### src/rtl/pcr_pkg.sv
package pcr_pkg;
  typedef enum logic [1:0] {
    CLS_SELF  = 2'd0,
    CLS_OWNER = 2'd1,
    CLS_EXT   = 2'd2
  } req_class_e;
endpackage

### src/rtl/pcr_rst_sync.sv
module pcr_rst_sync #(
  parameter int STAGES = 2
) (
  input  logic clk,
  input  logic rst_n,
  output logic rst_s_n
);
  logic [STAGES-1:0] sync_q;

  always_ff @(posedge clk or negedge rst_n) begin
    if (!rst_n) sync_q <= '0;
    else        sync_q <= {sync_q[STAGES-2:0], 1'b1};
  end

  assign rst_s_n = sync_q[STAGES-1];
endmodule

### src/rtl/pcr_access_check.sv
module pcr_access_check
  import pcr_pkg::*;
#(
  parameter int          DATA_W        = 16,
  parameter int          NREG          = 16,
  parameter int          IDX_W         = 4,
  parameter logic [15:0] DEV_ID        = 16'h00A5,
  parameter logic [NREG-1:0] PRIV_RD_MASK  = 16'h001F,
  parameter logic [NREG-1:0] EXT_RD_MASK   = 16'h001F,
  parameter logic [NREG-1:0] SELF_WR_MASK  = 16'h000C,
  parameter logic [NREG-1:0] OWNER_WR_MASK = 16'h0010
) (
  input  logic [DATA_W-1:0] req_id,
  input  logic [IDX_W-1:0]  idx,
  input  logic [DATA_W-1:0] owner_id,
  output req_class_e        cls,
  output logic              rd_ok,
  output logic              wr_ok
);
  logic [IDX_W-1:0] bit_sel;
  logic             idx_zero;

  always_comb begin
    if (req_id == DEV_ID[DATA_W-1:0])  cls = CLS_SELF;
    else if (req_id == owner_id)       cls = CLS_OWNER;
    else                               cls = CLS_EXT;
  end

  assign idx_zero = (idx == '0);
  assign bit_sel  = idx - 1'b1;

  always_comb begin
    if (idx_zero)             rd_ok = 1'b1;
    else if (cls == CLS_EXT)  rd_ok = EXT_RD_MASK[bit_sel];
    else                      rd_ok = PRIV_RD_MASK[bit_sel];
  end

  always_comb begin
    if (idx_zero)                 wr_ok = 1'b0;
    else if (cls == CLS_SELF)     wr_ok = SELF_WR_MASK[bit_sel];
    else if (cls == CLS_OWNER)    wr_ok = OWNER_WR_MASK[bit_sel];
    else                          wr_ok = 1'b0;
  end
endmodule

### src/rtl/pcr_regfile.sv
module pcr_regfile #(
  parameter int          DATA_W   = 16,
  parameter int          NREG     = 16,
  parameter int          IDX_W    = 4,
  parameter logic [15:0] DEV_ID   = 16'h00A5,
  parameter logic [15:0] DEV_TYPE = 16'h1234
) (
  input  logic                        clk,
  input  logic                        rst_n,
  input  logic                        we,
  input  logic [IDX_W-1:0]            widx,
  input  logic [DATA_W-1:0]           wdata,
  input  logic                        bank_load,
  input  logic [DATA_W/2-1:0]         bank_idx,
  input  logic                        halt_valid,
  input  logic [DATA_W-1:0]           halt_id,
  output logic [NREG-1:0][DATA_W-1:0] regs_o
);
  localparam int HALF_W = DATA_W / 2;

  for (genvar k = 0; k < NREG; k++) begin : g_reg
    if (k == 0) begin : g_id
      assign regs_o[k] = DEV_ID[DATA_W-1:0];
    end else if (k == 1) begin : g_bank
      logic [HALF_W-1:0] bank_q, bank_d;
      logic              bank_en;
      always_comb begin
        bank_en = bank_load || (we && widx == IDX_W'(k));
        bank_d  = bank_load ? bank_idx : wdata[DATA_W-1:HALF_W];
      end
      always_ff @(posedge clk or negedge rst_n) begin
        if (!rst_n)       bank_q <= '0;
        else if (bank_en) bank_q <= bank_d;
      end
      assign regs_o[k] = {bank_q, DEV_TYPE[HALF_W-1:0]};
    end else if (k == 2) begin : g_owner
      logic [DATA_W-1:0] own_q, own_d;
      logic              own_en, wr_hit, halt_hit;
      always_comb begin
        wr_hit   = we && (widx == IDX_W'(k));
        halt_hit = halt_valid && (halt_id == own_q);
        own_en   = wr_hit || halt_hit;
        own_d    = wr_hit ? wdata : '0;
      end
      always_ff @(posedge clk or negedge rst_n) begin
        if (!rst_n)      own_q <= '0;
        else if (own_en) own_q <= own_d;
      end
      assign regs_o[k] = own_q;
    end else begin : g_plain
      logic [DATA_W-1:0] val_q;
      logic              val_en;
      assign val_en = we && (widx == IDX_W'(k));
      always_ff @(posedge clk or negedge rst_n) begin
        if (!rst_n)      val_q <= '0;
        else if (val_en) val_q <= wdata;
      end
      assign regs_o[k] = val_q;
    end
  end

  // a matching halt, without a competing write, empties the owner field
  assert_halt_clears_R9: assert property (@(posedge clk) disable iff (!rst_n)
    (halt_valid && halt_id == regs_o[2] && !(we && widx == IDX_W'(2)))
      |=> (regs_o[2] == '0));

  // a write to register 2 beats a halt in the same cycle
  assert_write_beats_halt_R11: assert property (@(posedge clk) disable iff (!rst_n)
    (we && widx == IDX_W'(2)) |=> (regs_o[2] == $past(wdata)));

  // a bank load lands in the upper byte
  assert_bank_load_R2: assert property (@(posedge clk) disable iff (!rst_n)
    bank_load |=> (regs_o[1][DATA_W-1:HALF_W] == $past(bank_idx)));

  // with no write, halt or load, the file holds
  assert_hold_R8: assert property (@(posedge clk) disable iff (!rst_n)
    (!we && !bank_load && !halt_valid) |=> $stable(regs_o));
endmodule

### src/rtl/perm_ctrl_regs.sv
module perm_ctrl_regs
  import pcr_pkg::*;
#(
  parameter int          DATA_W        = 16,
  parameter int          NREG          = 16,
  parameter logic [15:0] DEV_ID        = 16'h00A5,
  parameter logic [15:0] DEV_TYPE      = 16'h1234,
  parameter logic [15:0] PRIV_RD_MASK  = 16'h001F,
  parameter logic [15:0] EXT_RD_MASK   = 16'h001F,
  parameter logic [15:0] SELF_WR_MASK  = 16'h000C,
  parameter logic [15:0] OWNER_WR_MASK = 16'h0010
) (
  input  logic              clk,
  input  logic              rst_n,
  input  logic              acc_valid,
  input  logic              acc_write,
  input  logic [DATA_W-1:0] acc_req_id,
  input  logic [3:0]        acc_idx,
  input  logic [DATA_W-1:0] acc_wdata,
  output logic [DATA_W-1:0] rd_data,
  input  logic              halt_valid,
  input  logic [DATA_W-1:0] halt_id,
  input  logic              bank_load,
  input  logic [7:0]        bank_idx,
  output logic [DATA_W-1:0] dev_id_o,
  output logic [7:0]        dev_type_o,
  output logic              upd_valid,
  output logic [3:0]        upd_idx,
  output logic [DATA_W-1:0] upd_data
);
  localparam int IDX_W  = $clog2(NREG);
  localparam int HALF_W = DATA_W / 2;

  logic                        rst_s_n;
  logic [NREG-1:0][DATA_W-1:0] regs;
  req_class_e                  cls;
  logic                        rd_ok, wr_ok, wr_acc, upd_d;

  pcr_rst_sync #(.STAGES(2)) u_rst (
    .clk(clk), .rst_n(rst_n), .rst_s_n(rst_s_n)
  );

  pcr_access_check #(
    .DATA_W(DATA_W), .NREG(NREG), .IDX_W(IDX_W), .DEV_ID(DEV_ID),
    .PRIV_RD_MASK(PRIV_RD_MASK[NREG-1:0]), .EXT_RD_MASK(EXT_RD_MASK[NREG-1:0]),
    .SELF_WR_MASK(SELF_WR_MASK[NREG-1:0]), .OWNER_WR_MASK(OWNER_WR_MASK[NREG-1:0])
  ) u_chk (
    .req_id(acc_req_id), .idx(acc_idx), .owner_id(regs[2]),
    .cls(cls), .rd_ok(rd_ok), .wr_ok(wr_ok)
  );

  assign wr_acc = acc_valid && acc_write && wr_ok;
  assign upd_d  = wr_acc && (cls == CLS_OWNER);

  pcr_regfile #(
    .DATA_W(DATA_W), .NREG(NREG), .IDX_W(IDX_W),
    .DEV_ID(DEV_ID), .DEV_TYPE(DEV_TYPE)
  ) u_rf (
    .clk(clk), .rst_n(rst_s_n), .we(wr_acc), .widx(acc_idx), .wdata(acc_wdata),
    .bank_load(bank_load), .bank_idx(bank_idx[HALF_W-1:0]),
    .halt_valid(halt_valid), .halt_id(halt_id), .regs_o(regs)
  );

  always_comb begin
    if (acc_valid && !acc_write && rd_ok) rd_data = regs[acc_idx];
    else                                  rd_data = '0;
  end

  assign dev_id_o   = regs[0];
  assign dev_type_o = regs[1][HALF_W-1:0];

  always_ff @(posedge clk or negedge rst_s_n) begin
    if (!rst_s_n) upd_valid <= 1'b0;
    else          upd_valid <= upd_d;
  end

  always_ff @(posedge clk or negedge rst_s_n) begin
    if (!rst_s_n) begin
      upd_idx  <= '0;
      upd_data <= '0;
    end else if (upd_d) begin
      upd_idx  <= acc_idx;
      upd_data <= acc_wdata;
    end
  end

  // index 0 always answers with the fixed ID
  assert_id_read_R1: assert property (@(posedge clk) disable iff (!rst_s_n)
    (acc_valid && !acc_write && acc_idx == '0) |-> (rd_data == DEV_ID[DATA_W-1:0]));

  // a denied read reads as zero
  assert_denied_read_R4: assert property (@(posedge clk) disable iff (!rst_s_n)
    (acc_valid && !acc_write && !rd_ok) |-> (rd_data == '0));

  // a strobe always follows an accepted owner write and carries its data
  assert_upd_source_R7: assert property (@(posedge clk) disable iff (!rst_s_n)
    upd_valid |-> ($past(acc_valid && acc_write && wr_ok && cls == CLS_OWNER)
                   && upd_data == $past(acc_wdata) && upd_idx == $past(acc_idx)));

  // non-owner writes never strobe
  assert_no_upd_R8: assert property (@(posedge clk) disable iff (!rst_s_n)
    (acc_valid && acc_write && cls != CLS_OWNER) |=> !upd_valid);

  // the device's own ID always classes as self
  assert_self_first_R3: assert property (@(posedge clk) disable iff (!rst_s_n)
    (acc_req_id == DEV_ID[DATA_W-1:0]) |-> (cls == CLS_SELF));
endmodule

### config.mk
export PLATFORM = sky130hd
export DESIGN_NAME = perm_ctrl_regs
export DESIGN_NICKNAME = d
export VERILOG_FILES = /design/src/rtl/pcr_pkg.sv /design/src/rtl/pcr_rst_sync.sv /design/src/rtl/pcr_access_check.sv /design/src/rtl/pcr_regfile.sv /design/src/rtl/perm_ctrl_regs.sv
export SDC_FILE = /design/constraint.sdc
export NUM_CORES = 1
export LEC_CHECK = 0
export BUFFER_PORTS_ARGS = -buffer_cell sky130_fd_sc_hd__buf_2
export CORE_MARGIN = 3
export CORE_UTILIZATION = 32
export DETAILED_ROUTE_END_ITERATION = 10
export PLACE_DENSITY = 0.51
export SETUP_SLACK_MARGIN = 0.1
export SLEW_MARGIN = 20
export SYNTH_ARGS = -nofsm -noshare
export SYNTH_HDL_FRONTEND = slang
export SYNTH_HIERARCHICAL = 1
export SYNTH_SLANG_ARGS = --single-unit
### constraint.sdc
create_clock -name clk -period 15.5 [get_ports clk]
set_input_delay 3.1 -clock clk [delete_from_list [all_inputs] [get_ports clk]]
set_output_delay 3.1 -clock clk [all_outputs]
set_load 0.03 [all_outputs]
# ---- Word level (Yosys, flattened, before mapping)
# Memories as Yosys holds them, arrays and structs flattened.
# Index checks and enable logic that the tools add are counted.
# W data, S select, Z words.
dict set report classes {
  reduce_logical 26
  muxes 14
  n_eq_ne 19
  order_cmp 2
  n_addsub 1
}
# operator n
set ops {}
lappend ops {{$bmux W16 S4} 1}
lappend ops {{$mux W16} 3}
lappend ops {{$eq A16 B16 Y1} 2}
lappend ops {{$eq A4 B4 Y1 const B} 8}
lappend ops {{$logic_and A1 B1 Y1} 21}
lappend ops {{$eq A16 B8 Y1 const B} 1}
lappend ops {{$eq A4 B3 Y1 const B} 4}
lappend ops {{$lt A4 B5 Y1 const B} 2}
lappend ops {{$eq A4 B2 Y1 const B} 2}
lappend ops {{$mux W8} 1}
lappend ops {{$mux W1} 7}
lappend ops {{$eq A4 B1 Y1 const B} 1}
lappend ops {{$logic_not A4 Y1} 1}
lappend ops {{$mux W2} 2}
lappend ops {{$sub A4 B1 Y4 const B} 1}
lappend ops {{$eq A2 B1 Y1 const B} 1}
lappend ops {{$logic_not A2 Y1} 1}
lappend ops {{$logic_or A1 B1 Y1} 2}
lappend ops {{$logic_not A1 Y1} 1}
dict set report totals {
  reg_bits 255
  wordCells 84
  memories 3
  inputBits 66
  rom_bits 48
  output_inout_bits 61
}
# memory words word_bits rd rd_clocked_by_memory_dff write_ports line
set memory_table {}
lappend memory_table {{(name not given)} 16 1 1 0 0 pcr_access_check.sv:34} ;# else if (cls == CLS_EXT) rd_ok = EXT_RD_MASK[bit_sel];
lappend memory_table {{(name not given)} 16 1 1 0 0 pcr_access_check.sv:40} ;# else if (cls == CLS_SELF) wr_ok = SELF_WR_MASK[bit_sel];
lappend memory_table {{(name not given)} 16 1 1 0 0 pcr_access_check.sv:41} ;# else if (cls == CLS_OWNER) wr_ok = OWNER_WR_MASK[bit_sel];

# ---- Depth between registers and ports, before layout
# Gate-level depths: netlist of run 1.
dict set report depth {
  depth_word 10
  ltp_mapped 14
  mapped_depth_nobuf 11
}

# ---- By module
# The synthesis of run 1 kept the hierarchy.
# module seq_area_each_um2 cells_each area_per_inst_um2 instances
set modules_own_cells {}
lappend modules_own_cells {pcr_regfile 5805.6 606 9246.4 1}
lappend modules_own_cells {perm_ctrl_regs 525.5 188 2851.5 1}
lappend modules_own_cells {pcr_access_check 0.0 47 374.1 1}
lappend modules_own_cells {pcr_rst_sync 50.0 3 53.8 1}

# ---- Least setup slack after synthesis of run 1
# No wires, ideal clock.
dict set report synth_path {
  path_type {in2out}
  from {in acc_idx[0]}
  to {out rd_data[0]}
  n_path_buf 2
  stages 9
  path_slack_ns 7.561
  t_required_ns 12.400
  arrival_time_ns 4.839
  cell_sequence {inv_1 -> ha_1 -> or4_1 -> nor2_1 -> a211oi_1 -> nand4bb_1 -> buf_1 -> clkbuf_1 -> o22ai_1}
}
dict set report synth_via {
  elab_chain_len 6
  elab_cells_between_ends 9
  cone_classes {add/sub: 1; mux: 5; reduce/logical: 2; memory: 1}
}
# item line
set synth_lines {}
lappend synth_lines {{start, declared} perm_ctrl_regs.sv:18} ;# input logic [3:0] acc_idx,
lappend synth_lines {{$sub A4 B1 Y4} pcr_access_check.sv:30} ;# assign bit_sel = idx - 1'b1;
lappend synth_lines {{$mem_v2 Z16 W1} --}
lappend synth_lines {{$mux W1 (not written as such)} pcr_access_check.sv:34}
lappend synth_lines {{$mux W1 *} pcr_access_check.sv:33} ;# if (idx_zero) rd_ok = 1'b1;
lappend synth_lines {{named net rd_ok} perm_ctrl_regs.sv:37} ;# logic rd_ok, wr_ok, wr_acc, upd_d;
lappend synth_lines {{$logic_and A1 B1 Y1 *} perm_ctrl_regs.sv:65} ;# if (acc_valid && !acc_write && rd_ok) rd_data = regs[acc_idx];
lappend synth_lines {{$mux W16 *} perm_ctrl_regs.sv:65}
lappend synth_lines {{end, declared} perm_ctrl_regs.sv:20} ;# output logic [DATA_W-1:0] rd_data,
# Mark *: on every way through the listed nets, which the timed path passes. The rest lies on a longest branch. The select of a mux whose other input is x is not followed.

# ---- Worst setup path in the final report of run 1
dict set report layout_path {
  from {in acc_idx[1]}
  to {out rd_data[13]}
}
# The elaborated chain is that of the path after synthesis.

==> metrics.yaml, run 1 <==
cts_resized: 0
ys_seq_area_share_pct: 50.9
vias: 7387
p_leak_uw: 0.00716
hpwl_um: 21500
final_cell_mix: "dfrtp_1, mux2_2, buf_2"
clkPwrFrac_pct: 49.1
hold_violations: 0
switching_share_pct: 22.6
port_buffers: 102
cts_tree: "done"
layout_commonest_cell: "dfrtp_1"
start_kind: "input port"
routed_wl_um: 32500
power_density_nw_per_um2: 103
first_pass_iters: 4
postRouteAntennaNets: 0
crit_fanout: 40
cp.arrival_ns: 6.04
start_util_pct: 32.9
synth_edf_count: 0
ioPinCount: 127
gp_congestion: 0.770
finalClockSkew_ns: 0.0110
synth_warnings: 6
synth_area_um2: 12500
syn_to_final_growth_pct: 15.0
clockBufferDepth: 3
min_period_over_period_pct: 59.0
reg2regPathDepth: 8
overflow: 0
cts.htree.levels: 1
rsz0062_at_grt: "no"
fin_crit_ns: 9.14
numCtsBuffers: 30
crit_type: "in2out"
cts_setup_buffers: 0
gr-usage-all-layers_pct: 15.7
synthArstFlopShare_pct: 100
drv_slew: 0
top_layer_used: "met4"
reg2reg_to: "u_rf/g_reg[3].g_plain.val_q[7]"
synth_top_cell_area_share_pct: 50.9
chipHeight_um: 204
row_count: 71
first_iter_violations: 252
clkLatencyLatePin_ns: 0.55
tightest_slew_ns: 1.07
core_area_um2: 38100
die_area_um2: 41600
ir_worst_vdd_uv: 85.0
grt_pass1_vias: 7859
dr_wl_met3_um: 1450
switchingPower_uw: 336
antenna_found_initial: 0
ys_types: 45
path_clk_slew_ns: 0.06
cts_sinks: 255
seq_area_um2: 6380
grt_max_degree: 184
internal-power_uw: 1150
fill_cells: 3608
cts-root-buf: "clkbuf_16"
worst_slew_margin_rel_pct: 28.9
wl_met2_um: 15500
crit_required_ns: 12.40
netlist_instances: 844
synth.avg_cell_area_um2: 14.8
pwr-share-comb_pct: 5.9
nNetsFinal: 997
setup_tns_ns: 0
setup_viol: 0
layout-drive-gt1-share_pct: 49.3
vias_per_cell: 5.06
grt_first_pass_wirelength_um: 50100
timing.rr.start: "u_rf/g_reg[2].g_owner.own_q[10]"
met1_length_um: 14800
cts_hold_buf: 0
max_freq_mhz: 109
drc_errors: 0
setup.worst_path.end_class: "output port"
wire_per_inst_um: 22.3
ys.flop_type: "dfrtp_1"
placed_area_um2: 13300
synth_area_leaders: "dfrtp_1, mux2_2, mux4_2"
die_w_um: 204
multiInputGateArea_um2: 5660
design_area_um2: 14400
status: "completed"
ys_ff_latch: 255
maxCapViolations: 0
pwr-share-seq_pct: 45.1
r2r_slack_ns: 11.98
post-synth-top-area-cell: "dfrtp_1"
holdCritPathClass: "reg2async"
## how the worst max path moves through the flow
stage                     from          end  cells after the start
global route        acc_idx[1]  rd_data[13]                     10
CTS                 acc_idx[1]  rd_data[13]                     10
detailed placement  acc_idx[1]  rd_data[13]                     10
global placement    acc_idx[0]  rd_data[14]                      7
floorplan           acc_idx[0]   rd_data[0]                      9
finish              acc_idx[1]  rd_data[13]                     10
## per-stage QoR
step / std cells / worst slack, ns / utilization [%] / hold slack, ns / total power [uW]
3_3_place_gp: 1407 / 6.44 / 35.0 / 0.171 / 769
3_5_place_dp: 1407 / 6.37 / 35.0 / 0.168 / 769
6_report: 1461 / 6.36 / 37.8 / 0.152 / 1490
5_1_grt: 1460 / 6.11 / 37.8 / 0.163 / 1540
4_1_cts: 1459 / 6.39 / 37.7 / 0.163 / 1510
2_1_floorplan: 866 / 7.56 / - / 0.331 / 742
## layer usage
metal | track usage (%) | vias up
li1 | - | 3253
met1 | 21.8 | 3924
met2 | 26.1 | 166
met3 | 2.45 | 44
met4 | 3.98 | 0
met5 | 0 | -
## cell usage after synthesis, drive strengths merged (2+ instances only)
| library cell | count |
|---|---|
| xor2 | 20 |
| nor4 | 5 |
| o22ai | 17 |
| mux2 | 229 |
| mux4 | 62 |
| nand2 | 13 |
| nor2b | 3 |
| ha | 2 |
| o21ai | 8 |
| and3 | 2 |
| or3 | 4 |
| a21oi | 18 |
| inv | 2 |
| o31ai | 2 |
| nand2b | 4 |
| nand4b | 2 |
| nor4b | 4 |
| clkbuf | 24 |
| nor2 | 13 |
| conb | 3 |
| dfrtp | 255 |
| nand4 | 3 |
| and4 | 2 |
| nand3 | 2 |
| nand3b | 3 |
| mux2i | 58 |
| xnor2 | 12 |
| buf | 64 |
## logic make-up after synthesis
family	synth area share, %
AOI/OAI and AO/OA	2.27
other	0.0899
adders and majority gates	0.200
and+or+nand+nor	3.27
muxes	36.4
DFF	50.9
buffers and inverters	4.62
xor gates and xnor gates	2.24
## critical path, stage by stage
cell      delay, ns
buf_4          0.41
inv_1          0.13
ha_1           0.26
nand2_1        0.09
a21oi_1        0.07
a211oi_1       0.30
nand4b_1       0.72
a221o_1        0.53
o22ai_1        0.14
buf_2          0.25
## area by class of cell
class                      count  share of cell area, %
clock inverter                10                   1.07
timing repair buffer         119                   4.69
tap                          511                   4.44
antenna                        1                 0.0174
multi-input combinational    521                   39.3
inverter                       2                 0.0521
sequential                   255                   44.3
clock buffer                  42                   6.09
## power by group through the flow
stage	Combinational [uW]	Sequential (uW)	Clock, uW
2_1_floorplan	51.9	690	0
3_3_place_gp	86.7	682	0
3_5_place_dp	86.7	682	0
4_1_cts	87.0	670	753
5_1_grt	96.0	670	778
6_report	87.0	670	730
## state kept, by name, indices dropped and copies added, names as in the netlist
| signal | count |
|---|---|
| u_rf/g.g_bank.bank_q | 8 |
| u_rst/sync_q | 2 |
| upd_idx | 4 |
| upd_data | 16 |
| u_rf/g.g_owner.own_q | 16 |
| upd_valid | 1 |
| u_rf/g.g_plain.val_q | 208 |
Note: power is estimated with default switching activity, not from simulation.
==> run 2: changes to the inputs <==
Clock period 15.5 ns to 9.5 ns, I/O delays scaled along.
==> metrics.yaml, run 2 (synthesized netlist as in run 1, its figures left out) <==
drv_slew: 0  # unchanged
clkLatencyLatePin_ns: 0.55  # about the same
top_register: "u_rf/g.g_plain.val_q"
met1_usage_pct: 22.2  # +0.42 points
grtUsageMet3_pct: 2.09  # -0.37 points
reg2regPathDepth: 9  # +1
overflow: 0  # unchanged
final_util_pct: 37.7  # -0.12 points
grt_max_degree: 81  # -56%
ir_worst_vdd_uv: 133  # +57%
crit_type: "in2out"
setup_tns_ns: 0  # unchanged
first_iter_violations: 360  # +43%
p_leak_uw: 0.00713  # -0.39%
holdCritPathClass: "reg2reg"
cts_setup_buffers: 0  # unchanged
die_area_um2: 41600  # unchanged
cts.htree.levels: 1  # unchanged
die_w_um: 204  # unchanged
drc_errors: 0  # unchanged
min_period_over_period_pct: 71.8
row_count: 71  # unchanged
syn_to_final_growth_pct: 14.6
worstSetupStartpoint: "acc_idx[0]"
maxCapViolations: 0  # unchanged
gr-usage-all-layers_pct: 15.7  # about the same
cts-root-buf: "clkbuf_16"
cts_tree: "done"
grt_first_pass_wirelength_um: 50200  # +0.29%
numCtsBuffers: 30  # unchanged
power_density_nw_per_um2: 168  # +63%
path_clk_slew_ns: 0.06  # about the same
chipHeight_um: 204  # unchanged
reg2reg_to: "u_rf/g_reg[14].g_plain.val_q[5]"
fin_crit_ns: 6.82
vias_per_cell: 5.02  # -0.74%
rsz0062_at_grt: "no"
layout-drive-gt1-share_pct: 49.5  # +0.16 points
max_freq_mhz: 147
crit_fanout: 36  # -10%
use_met2_pct: 26.0  # about the same
largest_register_ffs: 208  # unchanged
worst_slew_margin_rel_pct: 27.0  # -1.8 points
dp_slack_ns: 2.67  # -3.70 ns
start_kind: "input port"
grt-busiest-layer: "met2"
first_pass_iters: 5  # +1
nNetsFinal: 997  # unchanged
finalClockSkew_ns: 0.0195  # +0.00856 ns
vias: 7337  # -0.68%
antenna_found_initial: 0  # unchanged
final_cell_mix: "dfrtp_1, mux2_2, buf_2"
hpwl_um: 21200  # -1.3%
tightest_slew_ns: 1.09  # +0.0235 ns
cts_hold_buf: 0  # unchanged
gp_congestion: 0.761  # -1.1%
status: "completed"
setup_viol: 0  # unchanged
postRouteAntennaNets: 0  # unchanged
hold_violations: 0  # unchanged
wire_per_inst_um: 22.5  # +0.95%
layout_commonest_cell: "dfrtp_1"
cts_resized: 0  # unchanged
crit_required_ns: 7.60  # -4.80 ns
top_regs: "u_rf/g.g_plain.val_q: 208 flops, u_rf/g.g_owner.own_q: 16 flops, upd_data: 16 flops"
clockBufferDepth: 3  # unchanged
routed_wl_um: 32900  # +1.0%
fill_cells: 3621  # +0.36%
setup.worst_path.end_class: "output port"
grt_pass1_vias: 7839  # -0.25%
timing.rr.start: "u_rf/g_reg[2].g_owner.own_q[10]"
ioPinCount: 127  # unchanged
r2r_slack_ns: 5.81  # -6.17 ns
start_util_pct: 32.9  # unchanged
port_buffers: 102  # unchanged
setup_ws_ns: 2.68  # -3.68 ns
cts_sinks: 255  # unchanged
crit_path_end: "rd_data[13]"
core_area_um2: 38100  # unchanged
cp.arrival_ns: 4.92  # -1.12 ns
## run 2: layer usage
| layer | up-vias | share of wire, % |
|---|---|---|
| li1 | 3270 | - |
| met1 | 3881 | 46 |
| met2 | 146 | 48 |
| met3 | 40 | 3.9 |
| met4 | 0 | 1.9 |
| met5 | - | 0 |
## run 2: cell type report
type,count,area (um2),area share (%)
inverter,2,7.51,0.0523
antenna,1,2.50,0.0174
clock inverter,8,96.3,0.671
sequential,255,6380,44.5
timing repair buffer,119,647,4.51
tap,511,639,4.45
multi-input combinational,521,5650,39.4
clock buffer,45,928,6.47
## run 2: worst min path at each step
stage                          startpoint         endpoint  depth (start not counted)
after floorplan           u_rst/sync_q[0]  u_rst/sync_q[1]                          0
after global placement    u_rst/sync_q[0]  u_rst/sync_q[1]                          0
after detailed placement  u_rst/sync_q[0]  u_rst/sync_q[1]                          0
after CTS                 u_rst/sync_q[0]  u_rst/sync_q[1]                          0
after global routing      u_rst/sync_q[0]  u_rst/sync_q[1]                          0
final                     u_rst/sync_q[0]  u_rst/sync_q[1]                          0
## run 2: through the flow
stage               area (um2)  total power [uW]  hold WS [ns]  std cells
CTS                      14400              2450         0.369       1461
global placement         13300              1250         0.338       1408
finish                   14400              2410         0.365       1462
global route             14400              2510         0.377       1461
floorplan                12600              1210         0.331        866
detailed placement       13300              1250         0.341       1408
## run 2: worst max-delay path, stage by stage
cell	delay [ns]
buf_4	0.54
inv_1	0.11
ha_1	0.27
nand2_1	0.11
a21oi_1	0.08
a211oi_1	0.28
nand4b_1	0.68
a221o_1	0.51
o22ai_1	0.15
buf_2	0.25
## run 2: report_power, final
group	switching, uW	internal, uW
Clock	454	723
Sequential	6.89	1090
Combinational	95.5	41.2
Total	556	1850
